### config.mk
export PLATFORM = sky130hd
export DESIGN_NAME = wash_cycle_seq
export DESIGN_NICKNAME = d
export VERILOG_FILES = /design/src/rtl/wash_pkg.sv /design/src/rtl/wash_phase_timer.sv /design/src/rtl/wash_seq_fsm.sv /design/src/rtl/wash_out_decode.sv /design/src/rtl/wash_cycle_seq.sv
export SDC_FILE = /design/constraint.sdc
export NUM_CORES = 1
export LEC_CHECK = 0
export BUFFER_PORTS_ARGS = -buffer_cell sky130_fd_sc_hd__buf_2
export CAP_MARGIN = 20
export CELL_PAD_IN_SITES_DETAIL_PLACEMENT = 1
export CELL_PAD_IN_SITES_GLOBAL_PLACEMENT = 1
export CORE_MARGIN = 5
export CORE_UTILIZATION = 38
export CTS_CLUSTER_SIZE = 24
export DETAILED_ROUTE_END_ITERATION = 8
export PLACE_DENSITY_LB_ADDON = 0.1
export SLEW_MARGIN = 10
export SYNTH_ARGS = -nofsm -noshare
export SYNTH_HDL_FRONTEND = slang
export SYNTH_HIERARCHICAL = 1
export SYNTH_SLANG_ARGS = --single-unit
### constraint.sdc
create_clock -name clk -period 1.8 [get_ports clk]
set_input_delay 0.09 -clock clk [delete_from_list [all_inputs] [get_ports clk]]
set_output_delay 0.09 -clock clk [all_outputs]
set_load 0.02 [all_outputs]
### src/rtl/wash_pkg.sv
package wash_pkg;

  typedef enum logic [2:0] {
    ST_IDLE    = 3'd0,
    ST_FILL    = 3'd1,
    ST_AGITATE = 3'd2,
    ST_EMPTY   = 3'd3,
    ST_RINSE   = 3'd4,
    ST_SPIN    = 3'd5,
    ST_FINISH  = 3'd6
  } wash_state_e;

  typedef struct packed {
    logic inlet;
    logic drain;
    logic motor;
    logic fast;
    logic done;
  } wash_act_t;

  // actuator pattern belonging to each phase
  function automatic wash_act_t act_for(wash_state_e s);
    wash_act_t a;
    a = '0;
    case (s)
      ST_FILL:    a.inlet = 1'b1;
      ST_AGITATE: a.motor = 1'b1;
      ST_EMPTY:   a.drain = 1'b1;
      ST_RINSE:   a.motor = 1'b1;
      ST_SPIN:    begin a.motor = 1'b1; a.fast = 1'b1; end
      ST_FINISH:  a.done  = 1'b1;
      default:    a = '0;
    endcase
    return a;
  endfunction

  // phases that leave on the counter rather than a sensor
  function automatic logic is_timed(wash_state_e s);
    return (s == ST_AGITATE) || (s == ST_RINSE) || (s == ST_SPIN);
  endfunction

  // cycle budget of a timed phase (1 for the others)
  function automatic int unsigned phase_len(wash_state_e s, int unsigned w,
                                            int unsigned r, int unsigned sp);
    case (s)
      ST_AGITATE: return w;
      ST_RINSE:   return r;
      ST_SPIN:    return sp;
      default:    return 1;
    endcase
  endfunction

endpackage

### src/rtl/wash_phase_timer.sv
module wash_phase_timer #(
  parameter int CNT_W = 9
) (
  input  logic             clk,
  input  logic             rst_n,
  input  logic             clear,
  output logic [CNT_W-1:0] cnt
);
  localparam logic [CNT_W-1:0] CNT_TOP = '1;

  always_ff @(posedge clk or negedge rst_n) begin
    if (!rst_n)               cnt <= '0;
    else if (clear)           cnt <= '0;
    else if (cnt != CNT_TOP)  cnt <= cnt + 1'b1;
  end

  // every phase entry starts from zero
  p_cnt_clear_r4: assert property (@(posedge clk) disable iff (!rst_n)
    clear |=> (cnt == '0));

endmodule

### src/rtl/wash_seq_fsm.sv
module wash_seq_fsm
  import wash_pkg::*;
#(
  parameter int unsigned WASH_CYC  = 200,
  parameter int unsigned RINSE_CYC = 150,
  parameter int unsigned SPIN_CYC  = 300,
  parameter int          CNT_W     = 9
) (
  input  logic             clk,
  input  logic             rst_n,
  input  logic             start,
  input  logic             water_full,
  input  logic             drain_empty,
  input  logic [CNT_W-1:0] cnt,
  output wash_state_e      state,
  output logic             leave
);
  wash_state_e nxt;
  logic        timer_hit;

  assign timer_hit = is_timed(state) &&
                     (cnt == CNT_W'(phase_len(state, WASH_CYC, RINSE_CYC, SPIN_CYC) - 1));

  always_comb begin
    nxt = state;
    case (state)
      ST_IDLE:    if (start)       nxt = ST_FILL;
      ST_FILL:    if (water_full)  nxt = ST_AGITATE;
      ST_AGITATE: if (timer_hit)   nxt = ST_EMPTY;
      ST_EMPTY:   if (drain_empty) nxt = ST_RINSE;
      ST_RINSE:   if (timer_hit)   nxt = ST_SPIN;
      ST_SPIN:    if (timer_hit)   nxt = ST_FINISH;
      ST_FINISH:                   nxt = ST_IDLE;
      default:                     nxt = ST_IDLE;
    endcase
  end

  assign leave = (nxt != state);

  always_ff @(posedge clk or negedge rst_n) begin
    if (!rst_n) state <= ST_IDLE;
    else        state <= nxt;
  end

  p_state_legal_r1: assert property (@(posedge clk) disable iff (!rst_n)
    state <= ST_FINISH);
  p_idle_go_r2: assert property (@(posedge clk) disable iff (!rst_n)
    (state == ST_IDLE && start) |=> (state == ST_FILL));
  p_idle_stay_r2: assert property (@(posedge clk) disable iff (!rst_n)
    (state == ST_IDLE && !start) |=> (state == ST_IDLE));
  p_fill_wait_r3: assert property (@(posedge clk) disable iff (!rst_n)
    (state == ST_FILL && !water_full) |=> (state == ST_FILL));
  p_fill_exit_r3: assert property (@(posedge clk) disable iff (!rst_n)
    (state == ST_FILL && water_full) |=> (state == ST_AGITATE));
  p_wash_hold_r4: assert property (@(posedge clk) disable iff (!rst_n)
    (state == ST_AGITATE && cnt < CNT_W'(WASH_CYC - 1)) |=> (state == ST_AGITATE));
  p_drain_wait_r5: assert property (@(posedge clk) disable iff (!rst_n)
    (state == ST_EMPTY && !drain_empty) |=> (state == ST_EMPTY));
  p_drain_exit_r5: assert property (@(posedge clk) disable iff (!rst_n)
    (state == ST_EMPTY && drain_empty) |=> (state == ST_RINSE));
  p_rinse_hold_r6: assert property (@(posedge clk) disable iff (!rst_n)
    (state == ST_RINSE && cnt < CNT_W'(RINSE_CYC - 1)) |=> (state == ST_RINSE));
  p_spin_hold_r7: assert property (@(posedge clk) disable iff (!rst_n)
    (state == ST_SPIN && cnt < CNT_W'(SPIN_CYC - 1)) |=> (state == ST_SPIN));
  p_end_once_r8: assert property (@(posedge clk) disable iff (!rst_n)
    (state == ST_FINISH) |=> (state == ST_IDLE));
  p_start_ignored_r10: assert property (@(posedge clk) disable iff (!rst_n)
    (start && state != ST_IDLE && state != ST_FILL) |=> (state != ST_FILL));

endmodule

### src/rtl/wash_out_decode.sv
module wash_out_decode
  import wash_pkg::*;
(
  input  wash_state_e state,
  output logic        inlet_on,
  output logic        drain_on,
  output logic        motor_on,
  output logic        motor_fast,
  output logic        cycle_done
);
  wash_act_t act;

  assign act        = act_for(state);
  assign inlet_on   = act.inlet;
  assign drain_on   = act.drain;
  assign motor_on   = act.motor;
  assign motor_fast = act.fast;
  assign cycle_done = act.done;

endmodule

### src/rtl/wash_cycle_seq.sv
module wash_cycle_seq
  import wash_pkg::*;
#(
  parameter int unsigned WASH_CYC  = 200,
  parameter int unsigned RINSE_CYC = 150,
  parameter int unsigned SPIN_CYC  = 300
) (
  input  logic       clk,
  input  logic       rst_n,
  input  logic       start,
  input  logic       water_full,
  input  logic       drain_empty,
  output logic       inlet_on,
  output logic       drain_on,
  output logic       motor_on,
  output logic       motor_fast,
  output logic       cycle_done,
  output logic [2:0] state_code
);
  localparam int unsigned LEN_WR  = (WASH_CYC > RINSE_CYC) ? WASH_CYC : RINSE_CYC;
  localparam int unsigned LEN_MAX = (LEN_WR > SPIN_CYC) ? LEN_WR : SPIN_CYC;
  localparam int          CNT_W   = $clog2(LEN_MAX + 1);

  wash_state_e      state;
  logic             leave;
  logic [CNT_W-1:0] cnt;

  wash_phase_timer #(.CNT_W(CNT_W)) u_timer (
    .clk   (clk),
    .rst_n (rst_n),
    .clear (leave),
    .cnt   (cnt)
  );

  wash_seq_fsm #(
    .WASH_CYC  (WASH_CYC),
    .RINSE_CYC (RINSE_CYC),
    .SPIN_CYC  (SPIN_CYC),
    .CNT_W     (CNT_W)
  ) u_fsm (
    .clk         (clk),
    .rst_n       (rst_n),
    .start       (start),
    .water_full  (water_full),
    .drain_empty (drain_empty),
    .cnt         (cnt),
    .state       (state),
    .leave       (leave)
  );

  wash_out_decode u_dec (
    .state      (state),
    .inlet_on   (inlet_on),
    .drain_on   (drain_on),
    .motor_on   (motor_on),
    .motor_fast (motor_fast),
    .cycle_done (cycle_done)
  );

  assign state_code = state;

  p_valves_excl_r9: assert property (@(posedge clk) disable iff (!rst_n)
    !(inlet_on && drain_on));
  p_fast_needs_motor_r9: assert property (@(posedge clk) disable iff (!rst_n)
    motor_fast |-> motor_on);
  p_done_quiet_r8: assert property (@(posedge clk) disable iff (!rst_n)
    cycle_done |-> !(inlet_on || drain_on || motor_on));
  p_done_pulse_r8: assert property (@(posedge clk) disable iff (!rst_n)
    cycle_done |=> !cycle_done);

endmodule

Yosys cells after proc, flatten, opt, wreduce, memory -nomap -nowiden

Cells that the tools add are included.

Register bits after elaboration: 12
Bits in latches: 0
Memory bits (writable): 0
Memory bits (read-only): 0
Input port bits: 5
Memories kept: 0

Add/subtract/negate cells: 2
$mul: 0
Div/mod/pow operators: 0
Magnitude comparators: 0
Equal/unequal tests: 9
Shift-type cells: 0
Mux-type cells: 15
Bitwise gates (word level): 0
Reductions and logical operators: 6

Operators with widths:

| cell                                              | count |
|---|---|
| one-hot mux 9 bit (3 select lines)                | 1 |
| 2-to-1 mux 3 bit                                  | 6 |
| 2-to-1 mux 9 bit                                  | 2 |
| one-hot mux 3 bit (6 select lines)                | 1 |
| adder 9 x 1 -> 9 bit (second input constant)      | 1 |
| == test 3 bit (second input constant)             | 3 |
| == test 9 bit                                     | 1 |
| != test 9 bit (second input constant)             | 1 |
| subtractor 9 x 1 -> 9 bit (second input constant) | 1 |
| == test 3 x 2 -> 1 bit (second input constant)    | 2 |
| 2-to-1 mux 1 bit                                  | 5 |
| == test 3 x 1 -> 1 bit (second input constant)    | 1 |
| zero test 3 bit                                   | 1 |
| != test 3 bit                                     | 1 |
| OR reduction 3 bit                                | 1 |
| logical OR 1 bit                                  | 2 |
| nonzero test 2 bit                                | 1 |
| logical AND 1 bit                                 | 1 |

Depth between registers and ports, before layout

Depth after elaboration: 9
Gate-level depth with buffers: 9
Mapped depth without buffers: 7

Modules after synthesis

Netlist, hierarchy kept.

Modules (own cells, without submodules):

| module           | instances | cells an instance | area an instance (sq um) |
|---|---|---|---|
| wash_seq_fsm     | 1         | 63                | 486.7 |
| wash_phase_timer | 1         | 43                | 460.4 |
| wash_out_decode  | 1         | 7                 | 53.8 |

Worst setup path before layout

Ideal clock, no wire load.

Path type: reg2reg
Start point: reg u_fsm.state[2]
End point: reg u_timer.cnt[0]
Library setup time: 130 ps
Data arrival time: 1917 ps
Data required time: 1670 ps
Path slack: -248 ps
Stages on the path, launching flop included: 10
Buffers on the path: 2
Clock period less this slack: 2048 ps
Cells stage by stage: dfrtp_1 buf_6 o21ai_2 a21oi_2 o31ai_4 and3_4 a31oi_1 a211oi_1 buf_1 nor2_1

Word-level cells in the longest chain between the ends: 9

RTL lines:

| item                                                           | RTL line                                                   | source |
|---|---|---|
| start: declaration                                             | wash_seq_fsm.sv:15                                         | `output wash_state_e state,` |
| start signal: assignment                                       | wash_seq_fsm.sv:42                                         | `else state <= nxt;` |
| == test 3 bit / == test 3 x 2 -> 1 bit (equally long branches) | wash_pkg.sv:39, wash_pkg.sv:45, wash_seq_fsm.sv:26         |  |
| one-hot mux 9 bit (3 select lines)                             | wash_pkg.sv:45                                             | `case (s)` |
| subtractor 9 x 1 -> 9 bit                                      | wash_seq_fsm.sv:22                                         | `(cnt == CNT_W'(phase_len(state, WASH_CYC, RINSE_CYC, SPIN_CYC) - 1));` |
| == test 9 bit                                                  | wash_seq_fsm.sv:22                                         |  |
| logical AND 1 bit                                              | wash_seq_fsm.sv:21                                         | `assign timer_hit = is_timed(state) &&` |
| 2-to-1 mux 3 bit (on tied branches)                            | wash_seq_fsm.sv:32, wash_seq_fsm.sv:29, wash_seq_fsm.sv:31 |  |
| one-hot mux 3 bit (6 select lines)                             | wash_seq_fsm.sv:26                                         | `case (state)` |
| != test 3 bit (*)                                              | wash_seq_fsm.sv:38                                         | `assign leave = (nxt != state);` |
| named net leave                                                | wash_cycle_seq.sv:25                                       | `logic leave;` |
| 2-to-1 mux 9 bit / nonzero test 2 bit (equally long branches)  | -                                                          |  |
| end signal: assignment                                         | wash_phase_timer.sv:14                                     | `else if (cnt != CNT_TOP) cnt <= cnt + 1'b1;` |
| end: declaration                                               | wash_phase_timer.sv:7                                      | `output logic [CNT_W-1:0] cnt` |

Mark *: on every way through the listed nets, which the timed path passes. The rest lies on a longest branch.
A chain may end at the register's enable or synchronous reset.

Final worst setup path

Start point: reg u_fsm.state[0]
End point: reg u_timer.cnt[7]

Same word-level chain as after synthesis.

==> results.cfg <==
[critical_path]
crit_chain = buf_4 > o21ai_0 > nand2_1 > o21ai_1 > and3_4 > nand2_4 > a211oi_4 > buf_6 > a21oi_2
critPathSlowestCell = dfrtp_2
r2r-end = u_timer/cnt[7]$_DFFE_PN0P_
cp_data_arrival_time_ns = 2.17
crit_fanout = 7
startpoint_type = flop
crit_type = reg -> reg
critPathBufInv = 2
crit_required_ns = 1.95
critPathMaxStageDelay_ns = 0.47
r2r-start = u_fsm/state[0]$_DFF_PN0_
reg2reg_slack_ns = -0.23
critical_path.startpoint = u_fsm/state[0]$_DFF_PN0_
critical-path-top-delay-family = compound AO/OA/AOI/OAI gates
crit_path_end_kind = flop
reg2reg_depth = 9

[grt]
antenna_found_initial = 0
grt_pass1_wl_mm = 5.250
grt_pass1_vias = 1103
grt_max_degree = 13
grtUsageTotal_pct = 19.50
gr-total-overflow = 0

[sta]
final_max_slew_viol_count = 0
period_minus_slack_ns = 2.025
setup_ws_ns = -0.2254
max-slew-margin-rel_pct = 70.39
fmax_ghz = 0.4937
fin_skew_ns = 0.009991
worstMarginPinSlew_ns = 0.4329
rsz0062_at_grt = yes
hold_viol_final = 0
setup_viol = 11
timing.final.crit_share_pct = 112.5
timing.hold.ws_ns = 0.1316

[floorplanning]
initial_core_util_pct = 40.04
num_rows = 18
fp.dieH_um = 61.33
chipWidth_um = 61.33
dieArea_um2 = 3761
coreArea_um2 = 2500
ios = 13

[synthesis]
netlist_area_um2 = 1001
synthTopCellsByCount = nor2_1, dfrtp_1, nand2_1
ys_types = 49
synth_nets = 120
synth_area_leaders = dfrtp_1, nor2_1, nand2_1, xor2_1, a31oi_1
synthArstFlopShare_pct = 100.0
synth.most_common_cell = nor2_1
syn_area_per_cell_um2 = 8.858
yosys_warnings = 6
yosysTopAreaCell = dfrtp_1
synth-edff-count = 0
syn_inst = 113
synth_top_cell_area_share_pct = 30.00
synth-seq-cells = 12
yosysSeqAreaShare_pct = 30.00
synthFlopType = dfrtp_1

[placement]
io_buffer_count = 12
dp_cells = 174
dp_hpwl_mm = 2.229
gp_congestion = 0.7698
dp_worst_setup_slack_ns = -0.1672

[drt]
wl_met2_mm = 1.813
drc_errors = 0
dr.pass1.iters = 4
dr_wl_met3_um = 108
drtIter0Drc = 45
wl_per_cell_um = 17.90
post_drt_via_cell_ratio = 5.621
num_vias = 1068
wl_met1_mm = 1.396
postRouteAntennaNets = 0
drt-total-wl_mm = 3.401
highest_layer = met4

[pwr]
ir_drop_v = 0.0009923
cellLeakagePower_nw = 0.6816
power_density_nw_per_um2 = 1710
finalPower_mw = 2.520

[clock_tree]
clockBufferDepth = 2
numCtsBuffers = 3
numClockSinks = 12
cts_root_buf = clkbuf_4
clkSlewWorstSetupHoldPaths_ns = 0.08
cts.htree.levels = 1
cts_tree = yes
worstSkewPairLatency_ns = 0.27

[hold_path]
worstHoldStart = drain_empty
hold_path_class = in -> reg
min_path_cells = 3
whs_endpoint = u_fsm/state[2]$_DFF_PN0_

[finish]
drive_gt1_share_pct = 52.50
final_cells = 190
diodes = 0
nets = 168
areaGrowthSynthToFinish_pct = 47.25

[job]
cap_violations = 0

[status]
status = finished with violations
violations = setup timing
-- worst reg2reg max path: stages, from the launching register on --
cell      delay [ns]
dfrtp_2         0.47
buf_4           0.16
o21ai_0         0.16
nand2_1         0.09
o21ai_1         0.21
and3_4          0.27
nand2_4         0.07
a211oi_4        0.27
buf_6           0.17
a21oi_2         0.04
-- cells by family (layout without fill, tap and decap cells) --
group | Yosys count | count (layout) | synth area share, %
AND/OR/NAND/NOR | 52 | 52 | 30.63
AO/OA/AOI/OAI | 31 | 31 | 23.13
flip-flops | 12 | 12 | 30.00
buffers and inverters | 8 | 55 | 5.874
XOR/XNOR | 5 | 5 | 4.376
multiplexers | 3 | 3 | 3.500
adder cells (fa/ha/maj) | 2 | 2 | 2.500
-- placed cells by master (no fill, tap or decap), drive strengths merged, types with 2 or more instances in the layout --
cell type / n
o21ai: 8
xor2: 3
nand2: 11
mux2i: 2
nor2: 16
a21oi: 6
and2b: 2
a31oi: 4
nor2b: 3
dfrtp: 12
or3: 2
xnor2: 2
nand3: 3
inv: 2
and3b: 4
nand4b: 2
o31ai: 3
buf: 48
clkbuf: 4
nand4: 3
ha: 2
-- worst max path at each step --
stage / endpoint / slack, ns / cells past startpoint
4_1_cts: u_timer/cnt[7]$_DFFE_PN0P_ / -0.13 / 8
5_1_grt: u_timer/cnt[4]$_DFFE_PN0P_ / -0.32 / 9
3_5_place_dp: u_timer/cnt[7]$_DFFE_PN0P_ / -0.17 / 8
2_1_floorplan: u_timer/cnt[6]$_DFFE_PN0P_ / -0.02 / 9
3_3_place_gp: u_timer/cnt[6]$_DFFE_PN0P_ / -0.07 / 8
6_report: u_timer/cnt[7]$_DFFE_PN0P_ / -0.23 / 9
-- per-stage QoR --
step / instance area, um2 / utilization, % / setup TNS, ns
5_1_grt: 1474 / 58.96 / -3.125
2_1_floorplan: 1020 / - / -0.1326
3_3_place_gp: 1250 / 50.00 / -0.5130
3_5_place_dp: 1250 / 50.00 / -1.268
6_report: 1474 / 58.96 / -2.126
4_1_cts: 1366 / 54.65 / -1.075
-- sequential cells by signal, summed over array words and instances, names as in the netlist --
register	count
u_timer/cnt	9
u_fsm/state	3
-- routing by layer --
layer / track usage [%] / up-vias
li1: - / 511
met1: 22.02 / 534
met2: 35.80 / 17
met3: 3.145 / 6
met4: 8.359 / 0
met5: 0 / -
-- where the power goes --
group	internal [mW]	switching (mW)	leakage (nW)	total, mW
Clock	0.0857	0.0879	0.0150	0.174
Combinational	0.920	0.983	0.512	1.90
Sequential	0.338	0.105	0.154	0.443
Total	1.34	1.18	0.682	2.52
-- area by class of cell --
cell class,count,area (um2)
well taps,30,37.54
flip-flops and latches,12,306.5
clock buffers,4,26.28
inverters,2,7.507
repair buffers,49,366.6
fillers,285,1026
multi-input cells,93,729.5
-- timing repair --
item / CTS / global route
hold endpoints to repair: 12 / 0
pin swaps: 0 / 15
resized for setup: 8 / 18
hold buffers: 1 / 0
endpoints found under the setup margin: 11 / 11
cloned: 0 / 1
setup buffers: 5 / 5
No activity file was read; power rests on OpenSTA's default activity.
